--- src/rtl/jtag_tck_sync_pkg.sv ---
package jtag_tck_sync_pkg;
  typedef struct packed {
    logic rise;
    logic fall;
  } tapStrobes_t;
endpackage

--- src/rtl/jtag_rst_sync.sv ---
module jtag_rst_sync #(
  parameter int STAGES = 2
) (
  input  logic clk,
  input  logic rstN,
  output logic rstSyncN
);
  logic [STAGES-1:0] chain;

  always_ff @(posedge clk or negedge rstN) begin
    if (!rstN) chain <= '0;
    else       chain <= {chain[STAGES-2:0], 1'b1};
  end

  assign rstSyncN = chain[STAGES-1];
endmodule

--- src/rtl/jtag_edge_ctrl.sv ---
module jtag_edge_ctrl
  import jtag_tck_sync_pkg::*;
#(
  parameter int SYNC_STAGES = 2
) (
  input  logic        clk,
  input  logic        rstN,
  input  logic        tckPin,
  output tapStrobes_t strobes,
  output logic        tckDelayed
);
  logic [SYNC_STAGES-1:0] syncChain;
  logic                   tckSync;
  logic                   tckPrev;

  // first stage samples the asynchronous pin, later stages resolve metastability
  generate
    for (genvar s = 0; s < SYNC_STAGES; s++) begin : gSync
      if (s == 0) begin : gFirst
        always_ff @(posedge clk or negedge rstN) begin
          if (!rstN) syncChain[0] <= 1'b0;
          else       syncChain[0] <= tckPin;
        end
      end else begin : gRest
        always_ff @(posedge clk or negedge rstN) begin
          if (!rstN) syncChain[s] <= 1'b0;
          else       syncChain[s] <= syncChain[s-1];
        end
      end
    end
  endgenerate

  assign tckSync = syncChain[SYNC_STAGES-1];

  always_ff @(posedge clk or negedge rstN) begin
    if (!rstN) begin
      tckPrev      <= 1'b0;
      strobes.rise <= 1'b0;
      strobes.fall <= 1'b0;
    end else begin
      tckPrev      <= tckSync;
      strobes.rise <= tckSync & ~tckPrev;
      strobes.fall <= ~tckSync & tckPrev;
    end
  end

  assign tckDelayed = tckPrev;
endmodule

--- src/rtl/jtag_data_path.sv ---
module jtag_data_path
  import jtag_tck_sync_pkg::*;
(
  input  logic        clk,
  input  logic        rstN,
  input  tapStrobes_t strobes,
  input  logic        tdiPin,
  input  logic        tapTdoBit,
  output logic        tdiBit,
  output logic        tdoBit
);
  always_ff @(posedge clk or negedge rstN) begin
    if (!rstN)             tdiBit <= 1'b0;
    else if (strobes.rise) tdiBit <= tdiPin;
  end

  always_ff @(posedge clk or negedge rstN) begin
    if (!rstN)             tdoBit <= 1'b0;
    else if (strobes.fall) tdoBit <= tapTdoBit;
  end
endmodule

--- src/rtl/jtag_tck_sync.sv ---
module jtag_tck_sync
  import jtag_tck_sync_pkg::*;
#(
  parameter int SYNC_STAGES = 2,
  parameter int RST_STAGES  = 2
) (
  input  logic clk,
  input  logic rstN,
  input  logic tckPin,
  input  logic tdiPin,
  input  logic tapTdoBit,
  output logic tapRiseEn,
  output logic tapFallEn,
  output logic tapTdiBit,
  output logic tdoPin,
  output logic rtckPin
);
  logic        rstSyncN;
  tapStrobes_t strobes;

  jtag_rst_sync #(.STAGES(RST_STAGES)) i_rst (
    .clk(clk), .rstN(rstN), .rstSyncN(rstSyncN)
  );

  jtag_edge_ctrl #(.SYNC_STAGES(SYNC_STAGES)) i_ctrl (
    .clk(clk), .rstN(rstSyncN), .tckPin(tckPin),
    .strobes(strobes), .tckDelayed(rtckPin)
  );

  jtag_data_path i_data (
    .clk(clk), .rstN(rstSyncN), .strobes(strobes),
    .tdiPin(tdiPin), .tapTdoBit(tapTdoBit),
    .tdiBit(tapTdiBit), .tdoBit(tdoPin)
  );

  assign tapRiseEn = strobes.rise;
  assign tapFallEn = strobes.fall;
endmodule

--- config.mk ---
export PLATFORM = sky130hd
export DESIGN_NAME = jtag_tck_sync
export DESIGN_NICKNAME = d
export VERILOG_FILES = /design/src/rtl/jtag_tck_sync_pkg.sv /design/src/rtl/jtag_rst_sync.sv /design/src/rtl/jtag_edge_ctrl.sv /design/src/rtl/jtag_data_path.sv /design/src/rtl/jtag_tck_sync.sv
export SDC_FILE = /design/constraint.sdc
export NUM_CORES = 1
export LEC_CHECK = 0
export BUFFER_PORTS_ARGS = -buffer_cell sky130_fd_sc_hd__buf_4
export CAP_MARGIN = 20
export CORE_AREA = 2 2 39 41
export DETAILED_ROUTE_END_ITERATION = 10
export DIE_AREA = 0 0 41 43
export PLACE_DENSITY_LB_ADDON = 0.08
export SLEW_MARGIN = 0
export SYNTH_ARGS = -nofsm -noshare
export SYNTH_HDL_FRONTEND = slang
export SYNTH_SLANG_ARGS = --single-unit
--- constraint.sdc ---
create_clock -name clk -period 0.8 [get_ports clk]
set_input_delay 0.08 -clock clk [delete_from_list [all_inputs] [get_ports clk]]
set_output_delay 0.08 -clock clk [all_outputs]
set_load 0.01 [all_outputs]
======== Word-level counts from Yosys, hierarchy flattened ========
Cells that the tools add are included.
W data, S select, Z words.
storage, ports and cells
  flip-flop bits (word level) ............. 9
  logic and storage cells ................. 12
  input bits .............................. 5
cells by class
  bitwise logic cells ..................... 4
operators by type and width
  cell           number
  $and A1 B1 Y1  2
  $not A1 Y1     2

======== Depth between registers and ports, before layout ========
Gate-level depths: netlist of run 1.
  depth in word-level cells ............... 2
  mapped depth ............................ 1
  gate-level depth less buffers ........... 1

======== By module ========
From an unflattened synthesis of run 1, not the netlist that was laid out.
unflattened totals
  cell total of the unflattened synthesis .. 14
  area, all modules ....................... 274.0 um^2
by module, submodules not included
  module          seq. area each (um^2)  area each (um^2)  cells each  instances
  jtag_edge_ctrl  125.1                  140.1             7           1
  jtag_data_path  50.0                   80.1              4           1
  jtag_rst_sync   50.0                   53.8              3           1

======== Least setup slack after synthesis of run 1 ========
No wires, ideal clock.
  kind .................................... reg-to-reg
  start ................................... register i_ctrl.strobes[1] (netlist name)
  end ..................................... register i_data.tdiBit
  data required time ...................... 675 ps
  stages on the path, launching flop included .. 2
  setup slack ............................. -23 ps
  arrival time ............................ 698 ps
  path buffers ............................ 0
  path through ............................ dfrtp_1 > mux2_4
RTL lines
  item                  RTL line              RTL
  to (signal assigned)  jtag_data_path.sv:14  else if (strobes.rise) tdiBit <= tdiPin;
  to (decl)             jtag_data_path.sv:9   output logic tdiBit,
No word-level cell between the ends.

======== Worst setup path after layout of run 1 ========
  start ................................... register i_ctrl.strobes[0] (netlist name)
  end ..................................... output port tapFallEn
RTL lines
  item       RTL line             RTL
  to (decl)  jtag_tck_sync.sv:13  output logic tapFallEn,
No word-level cell between the ends.

==> reports/metrics.cfg, run 1 <==
[run_status]
outcome = complete, but fails checks
violations = negative setup slack

[clocking]
worstSkewPairLatency_ns = 0.25
clock_path_buffers = 2
cts_sinks = 9
numCtsBuffers = 3
htree_levels = 1
clk_pin_slew_ns = 0.06
cts_tree = built
cts_root_buf = clkbuf_4

[layout]
finalNetCount = 36
seq_area_um2 = 225.2
fin_cells = 46
area_delta_synth_final_pct = 58.99
diodes = 0
drive_above_1_share_pct = 50.00
multiInputGateArea_um2 = 46.29
fill_cells = 145

[placement]
place.gp.congestion = 0.5358
dpl.cell_count = 39
port_buffers = 9
hpwl_um = 288.4

[synth]
yosys_warnings = 0
synth_cells = 14
post_synth.cell_area_avg_um2 = 19.39
synth_area_leader_cell = dfrtp_1
netlist_area_um2 = 271.5
seq_area_frac_synth_pct = 82.95
syn_nets = 19
synth_area_leaders = dfrtp_1 83%, mux2_4 11%, nor2b_1 4.6%, conb_1 1.4%
yosys.cell_types.count = 4
synth_top_area_share_pct = 82.95
synth_seq_cells = 9

[die]
pin_count = 10
core_area_um2 = 1384
die_x_um = 41
num_rows = 14
die_area_um2 = 1763
die_h_um = 43
start_util_pct = 19.62

[worst_setup_path]
worstPathRequired_ns = 0.72
crit_path_max_fanout = 2
start_kind = flop
worstPathCellList = buf_6
worst-endpoint-arrival_ns = 0.79
crit_family = flip-flops
criticalPathCategory = flop to output pin
cp-end-kind = output pin
cp_slowest_stage_delay_ns = 0.40
path_buf_inv = 1
crit_slowest_cell = dfrtp_1

[detailed_routing]
drt_drc_violations_left = 0
first_iter_violations = 1
via_per_inst = 3.522
wire_per_inst_um = 9.196
dr_total_vias = 162
drt_wl_total_um = 423
first_pass_iters = 2
postRouteAntennaNets = 0

[grt]
grt_max_degree = 8
grt_overflow = 0
grt.total_usage_pct = 6.193
grt_pass1_wl_um = 648
antenna_found_initial = 0
grt_pass1_vias = 151

[timing]
rsz0062_at_grt = true
hold_viol = 0
fmax_mhz = 1155
finalCriticalPeriod_ns = 0.8657
setup_tns_ns = -0.2931
setup_violations = 7
finClkSkew_ns = 0.003543
drv_slew = 0
worst_slack_ns = -0.06574
fin_crit_sh_pct = 108.2

[pwr]
p_per_area_nw_per_um2 = 2260
p_leak_nw = 0.2078
ir_drop_v = 0.0007116

[min_path]
worstHoldPathType = input pin to flop

[run]
cap_violations = 0

final cells by class:
| class | instances | area share, % |
|---|---|---|
| sequential | 9 | 52.17 |
| timing repair buffer | 12 | 26.38 |
| multi-input combinational | 5 | 10.72 |
| clock buffer | 4 | 6.087 |
| tap | 16 | 4.638 |
report_power, final:
group	internal [W]	leakage (nW)	total (W)	switching, W
Sequential	0.000488	0.107	0.000514	0.0000262
Clock	0.000192	0.0150	0.000345	0.000153
Combinational	0.0000850	0.0853	0.000116	0.0000311
cell families after synthesis:
family	Yosys count	synth area share, %
DFF	9	82.95
and+or+nand+nor	2	4.608
muxes	2	11.06
other	1	1.381
layout by cell type, fill, tap and decap left out:
| master | synthesis | final |
|---|---|---|
| conb_1 | 1 | 1 |
| clkbuf_1 | 0 | 1 |
| buf_6 | 0 | 5 |
| nor2b_1 | 2 | 2 |
| dfrtp_1 | 9 | 9 |
| mux2_4 | 2 | 2 |
| clkbuf_4 | 0 | 3 |
| dlygate4sd3_1 | 0 | 2 |
| buf_4 | 0 | 5 |
flip-flops by register name (all words and copies together), names as in the netlist:
| register | cells |
|---|---|
| i_ctrl.strobes | 2 |
| i_ctrl.tckDelayed | 1 |
| i_ctrl.syncChain | 1 |
| i_ctrl.tckSync | 1 |
| i_data.tdiBit | 1 |
| i_data.tdoBit | 1 |
| i_rst.chain | 2 |
metal layers:
layer | wire, um | GRT usage [%]
met2 | 193 | 7.500
met3 | 44 | 3.141
met1 | 184 | 6.333
met5 | 0 | 0
met4 | 0 | 8.000
worst paths after layout:
check                      cells after the start  slack (ns)           endpoint               from
min reg2reg                                    0        0.11  i_ctrl.tckDelayed     i_rst.chain[1]
max reg2reg                                    1       -0.02      i_data.tdiBit  i_ctrl.strobes[1]
min                                            2        0.06      i_data.tdoBit          tapTdoBit
max                                            1       -0.07          tapFallEn  i_ctrl.strobes[0]
min in group asynchronous                      0        0.11  i_ctrl.tckDelayed     i_rst.chain[1]
max in group asynchronous                      0        0.46     i_ctrl.tckSync     i_rst.chain[1]
cell usage after synthesis:
master,count
conb_1,1
dfrtp_1,9
mux2_4,2
nor2b_1,2
repair_timing:
item	CTS	global route
hold buffers	2	0
setup buffers	0	1
endpoints found under the hold margin	3	0
gates resized for setup	5	0
pin swaps	0	0
setup endpoints to repair	7	7
through the flow:
| step | util (%) | worst slack, ns | hold WS, ns | area [um2] | total power (W) |
|---|---|---|---|---|---|
| 2_1_floorplan | - | -0.02291 | -0.2156 | 271.5 | 0.0005543 |
| 3_3_place_gp | 25.95 | 0.01225 | -0.1376 | 359.1 | 0.0006101 |
| 3_5_place_dp | 25.95 | 0.001200 | -0.1362 | 359.1 | 0.0006124 |
| 4_1_cts | 30.65 | -0.07921 | 0.05031 | 424.2 | 0.0009922 |
| 5_1_grt | 31.19 | -0.09842 | 0.04704 | 431.7 | 0.001037 |
| 6_report | 31.19 | -0.06574 | 0.05582 | 431.7 | 0.0009754 |
Power figures use the tool's default switching activity.
==> run 2: changes to the inputs <==
ABC_AREA = 1   (was default)
CELL_PAD_IN_SITES_DETAIL_PLACEMENT = 0   (was default)
CELL_PAD_IN_SITES_GLOBAL_PLACEMENT = 1   (was default)
==> run 2 against run 1 <==
Effect of this change:
- the run still ends with negative setup slack left
- first-iteration DRC count shrank 100%
- cell count increased by 26%
- global-route usage rose by 1.4 points
- synthesized area up 0.92%
- sequential cell count stayed put
- non-clock buffer count increased by 4
- register-to-register slack improved by 0.09 ns
- utilization is 2.4 points higher
- sequential power decreased by 0.8%
- cell area increased by 7.5%
- clock power hardly changed
- highest routed layer unchanged
==> reports/metrics.cfg, run 2 <==
[run_status]
outcome = complete, but fails checks
violations = negative setup slack

[detailed_routing]
routed-wl-met3_um = 51  ; +16%
wl_met1_um = 199  ; +8.2%
via_per_inst = 3.448  ; -2.1%
topRoutingLayerUsed = met3
first_iter_violations = 0  ; -1
postRouteAntennaNets = 0  ; unchanged
drt_wl_total_um = 478  ; +13%
wire_per_inst_um = 8.241  ; -10%
first_pass_iters = 1  ; -1
drt_drc_violations_left = 0  ; unchanged
wl_met2_um = 227  ; +18%
dr_total_vias = 200  ; +23%

[layout]
diodes = 0  ; unchanged
area_delta_synth_final_pct = 69.41
top_regs = i_ctrl.strobes x2, i_rst.chain x2
final_cell_mix = 9 x dfrtp_1, 9 x buf_4, 6 x nand2_1
drive_above_1_share_pct = 40.48  ; -9.5 points
finalNetCount = 48  ; +33%
fin_cells = 58  ; +26%
fin_util_pct = 33.54  ; +2.4 points

[clocking]
clock_path_buffers = 2  ; unchanged
worstSkewPairLatency_ns = 0.26  ; about the same
cts_root_buf = clkbuf_4
htree_levels = 1  ; unchanged
cts_tree = built
numCtsBuffers = 3  ; unchanged
cts_sinks = 9  ; unchanged
clk_pin_slew_ns = 0.06  ; about the same

[grt]
grt.total_usage_pct = 7.543  ; +1.4 points
antenna_found_initial = 0  ; unchanged
grt_overflow = 0  ; unchanged
grt_max_degree = 8  ; unchanged
grt_pass1_vias = 185  ; +23%
grt_pass1_wl_um = 779  ; +20%

[pwr]
p_per_area_nw_per_um2 = 2112  ; -6.5%
netSwitchingFraction_pct = 22.07  ; +0.51 points
power.internal_w = 0.0007641  ; -0.13%
ir_drop_v = 0.001136  ; +60%
switchingPower_w = 0.0002164  ; +2.9%
p_clk_share_pct = 35.1  ; -0.3 points
p_comb_share_pct = 12.8  ; +0.9 points
power_w = 0.0009805  ; +0.52%
p_leak_nw = 0.2473  ; +19%
pwr-share-seq_pct = 52.1  ; -0.6 points

[die]
pin_count = 10  ; unchanged
core_area_um2 = 1384  ; unchanged
num_rows = 14  ; unchanged
die_h_um = 43  ; unchanged
die_x_um = 41  ; unchanged
start_util_pct = 19.80  ; +0.18 points
die_area_um2 = 1763  ; unchanged

[synth]
synthArstFlopShare_pct = 100.0  ; unchanged
synth_edf_count = 0  ; unchanged
yosys_warnings = 0  ; unchanged
post_synth.cell_area_avg_um2 = 12.46  ; -36%
synth_area_leader_cell = dfrtp_1
netlist_area_um2 = 274.0  ; +0.92%
synth_top_area_share_pct = 82.19  ; -0.76 points
netlist_top_cells_count = 9 x dfrtp_1, 6 x nand2_1, 4 x inv_1, 2 x nor2_1, 1 x conb_1
yosysMostFrequentCell = dfrtp_1
synthFlopType = dfrtp_1
yosys.cell_types.count = 5  ; +1
synth_cells = 22  ; +8
seq_area_frac_synth_pct = 82.19  ; -0.76 points
synth_area_leaders = dfrtp_1 82%, nand2_1 8.2%, inv_1 5.5%, nor2_1 2.7%, conb_1 1.4%
syn_nets = 27  ; +8
synth_seq_cells = 9  ; unchanged

[timing]
setup_tns_ns = -0.2453  ; +0.04772 ns
fmax_mhz = 1169  ; +1.2%
finClkSkew_ns = 0.003259  ; -0.0002839 ns
drv_slew = 0  ; unchanged
rsz0062_at_grt = true
fin_crit_sh_pct = 106.9  ; -1.3 points
hold_viol = 0  ; unchanged
worst_slack_ns = -0.05546  ; +0.01027 ns
setup_violations = 5  ; -2
finalCriticalPeriod_ns = 0.8555  ; -0.01027 ns

[worst_setup_path]
crit_cells = 1  ; unchanged
path_buf_inv = 1  ; unchanged
ff2ff_setup_slack_ns = 0.07  ; +0.09 ns
crit_family = flip-flops
worstPathCellList = buf_6
crit_slowest_cell = dfrtp_1
reg2regPathDepth = 3  ; +2
crit_path_max_fanout = 2  ; unchanged
start_kind = flop
worstReg2RegStart = i_ctrl.strobes[1]
worstPathRequired_ns = 0.72  ; about the same
criticalPathCategory = flop to output pin
cp-end-kind = output pin
crit_start = i_ctrl.tckDelayed
cp_slowest_stage_delay_ns = 0.39  ; about the same
worst-endpoint-arrival_ns = 0.78  ; about the same

[placement]
port_buffers = 9  ; unchanged
place.gp.congestion = 0.6380  ; +19%
dpl.cell_count = 47  ; +21%

[run]
cap_violations = 0  ; unchanged

[min_path]
worstHoldPathType = input pin to flop
hp-start = tdiPin
hold_depth = 3  ; +1

-- run 2: routing by layer --
layer,vias up,GRT usage [%]
li1,101,-
met3,0,4.712
met1,91,8.108
met2,8,9.063
met4,0,8.000
met5,-,0
-- run 2: path summary, 6_finish.rpt --
kind,to
setup / recovery,rtckPin
hold / removal,i_data.tdiBit
setup reg to reg,i_data.tdiBit
hold reg to reg,i_data.tdoBit
max in group asynchronous,i_ctrl.tckDelayed
min in group asynchronous,i_data.tdoBit
-- run 2: layout make-up --
| cell class | count | area, um2 |
|---|---|---|
| clock buffer | 4 | 26.28 |
| fill | 143 | 919.6 |
| inverter | 4 | 15.01 |
| multi-input combinational | 9 | 33.78 |
| sequential | 9 | 225.2 |
| tap | 16 | 20.02 |
| timing repair buffer | 16 | 143.9 |
-- run 2: logic make-up (layout without fill, tap and decap cells) --
group | Yosys count | after routing | share of synthesized area [%]
other | 1 | 1 | 1.369
buffers and inverters | 4 | 24 | 5.478
DFF | 9 | 9 | 82.19
and+or+nand+nor | 8 | 8 | 10.96
-- run 2: stage by stage --
step / area, um2 / hold slack (ns) / setup slack [ns]
6_report: 464.2 / 0.02164 / -0.05546
5_1_grt: 464.2 / 0.02810 / -0.08791
4_1_cts: 449.2 / 0.01377 / -0.08234
3_5_place_dp: 361.6 / -0.1374 / 0.1934
3_3_place_gp: 361.6 / -0.1370 / 0.2003
2_1_floorplan: 274.0 / -0.2156 / 0.1671
-- run 2: repair_timing --
action	CTS	global route
endpoints found under the setup margin	5	5
resized for setup	5	0
buffers inserted	3	2
hold buffers	2	0
pin swaps	0	0
hold endpoints to repair	3	0
-- run 2: power groups by stage --
stage	registers [W]	clock network, W	logic (W)
after global routing	0.000515	0.000385	0.000139
final	0.000510	0.000344	0.000126
after global placement	0.000515	0	0.0000759
after floorplan	0.000523	0	0.0000158
after CTS	0.000512	0.000365	0.000113
after detailed placement	0.000517	0	0.0000756
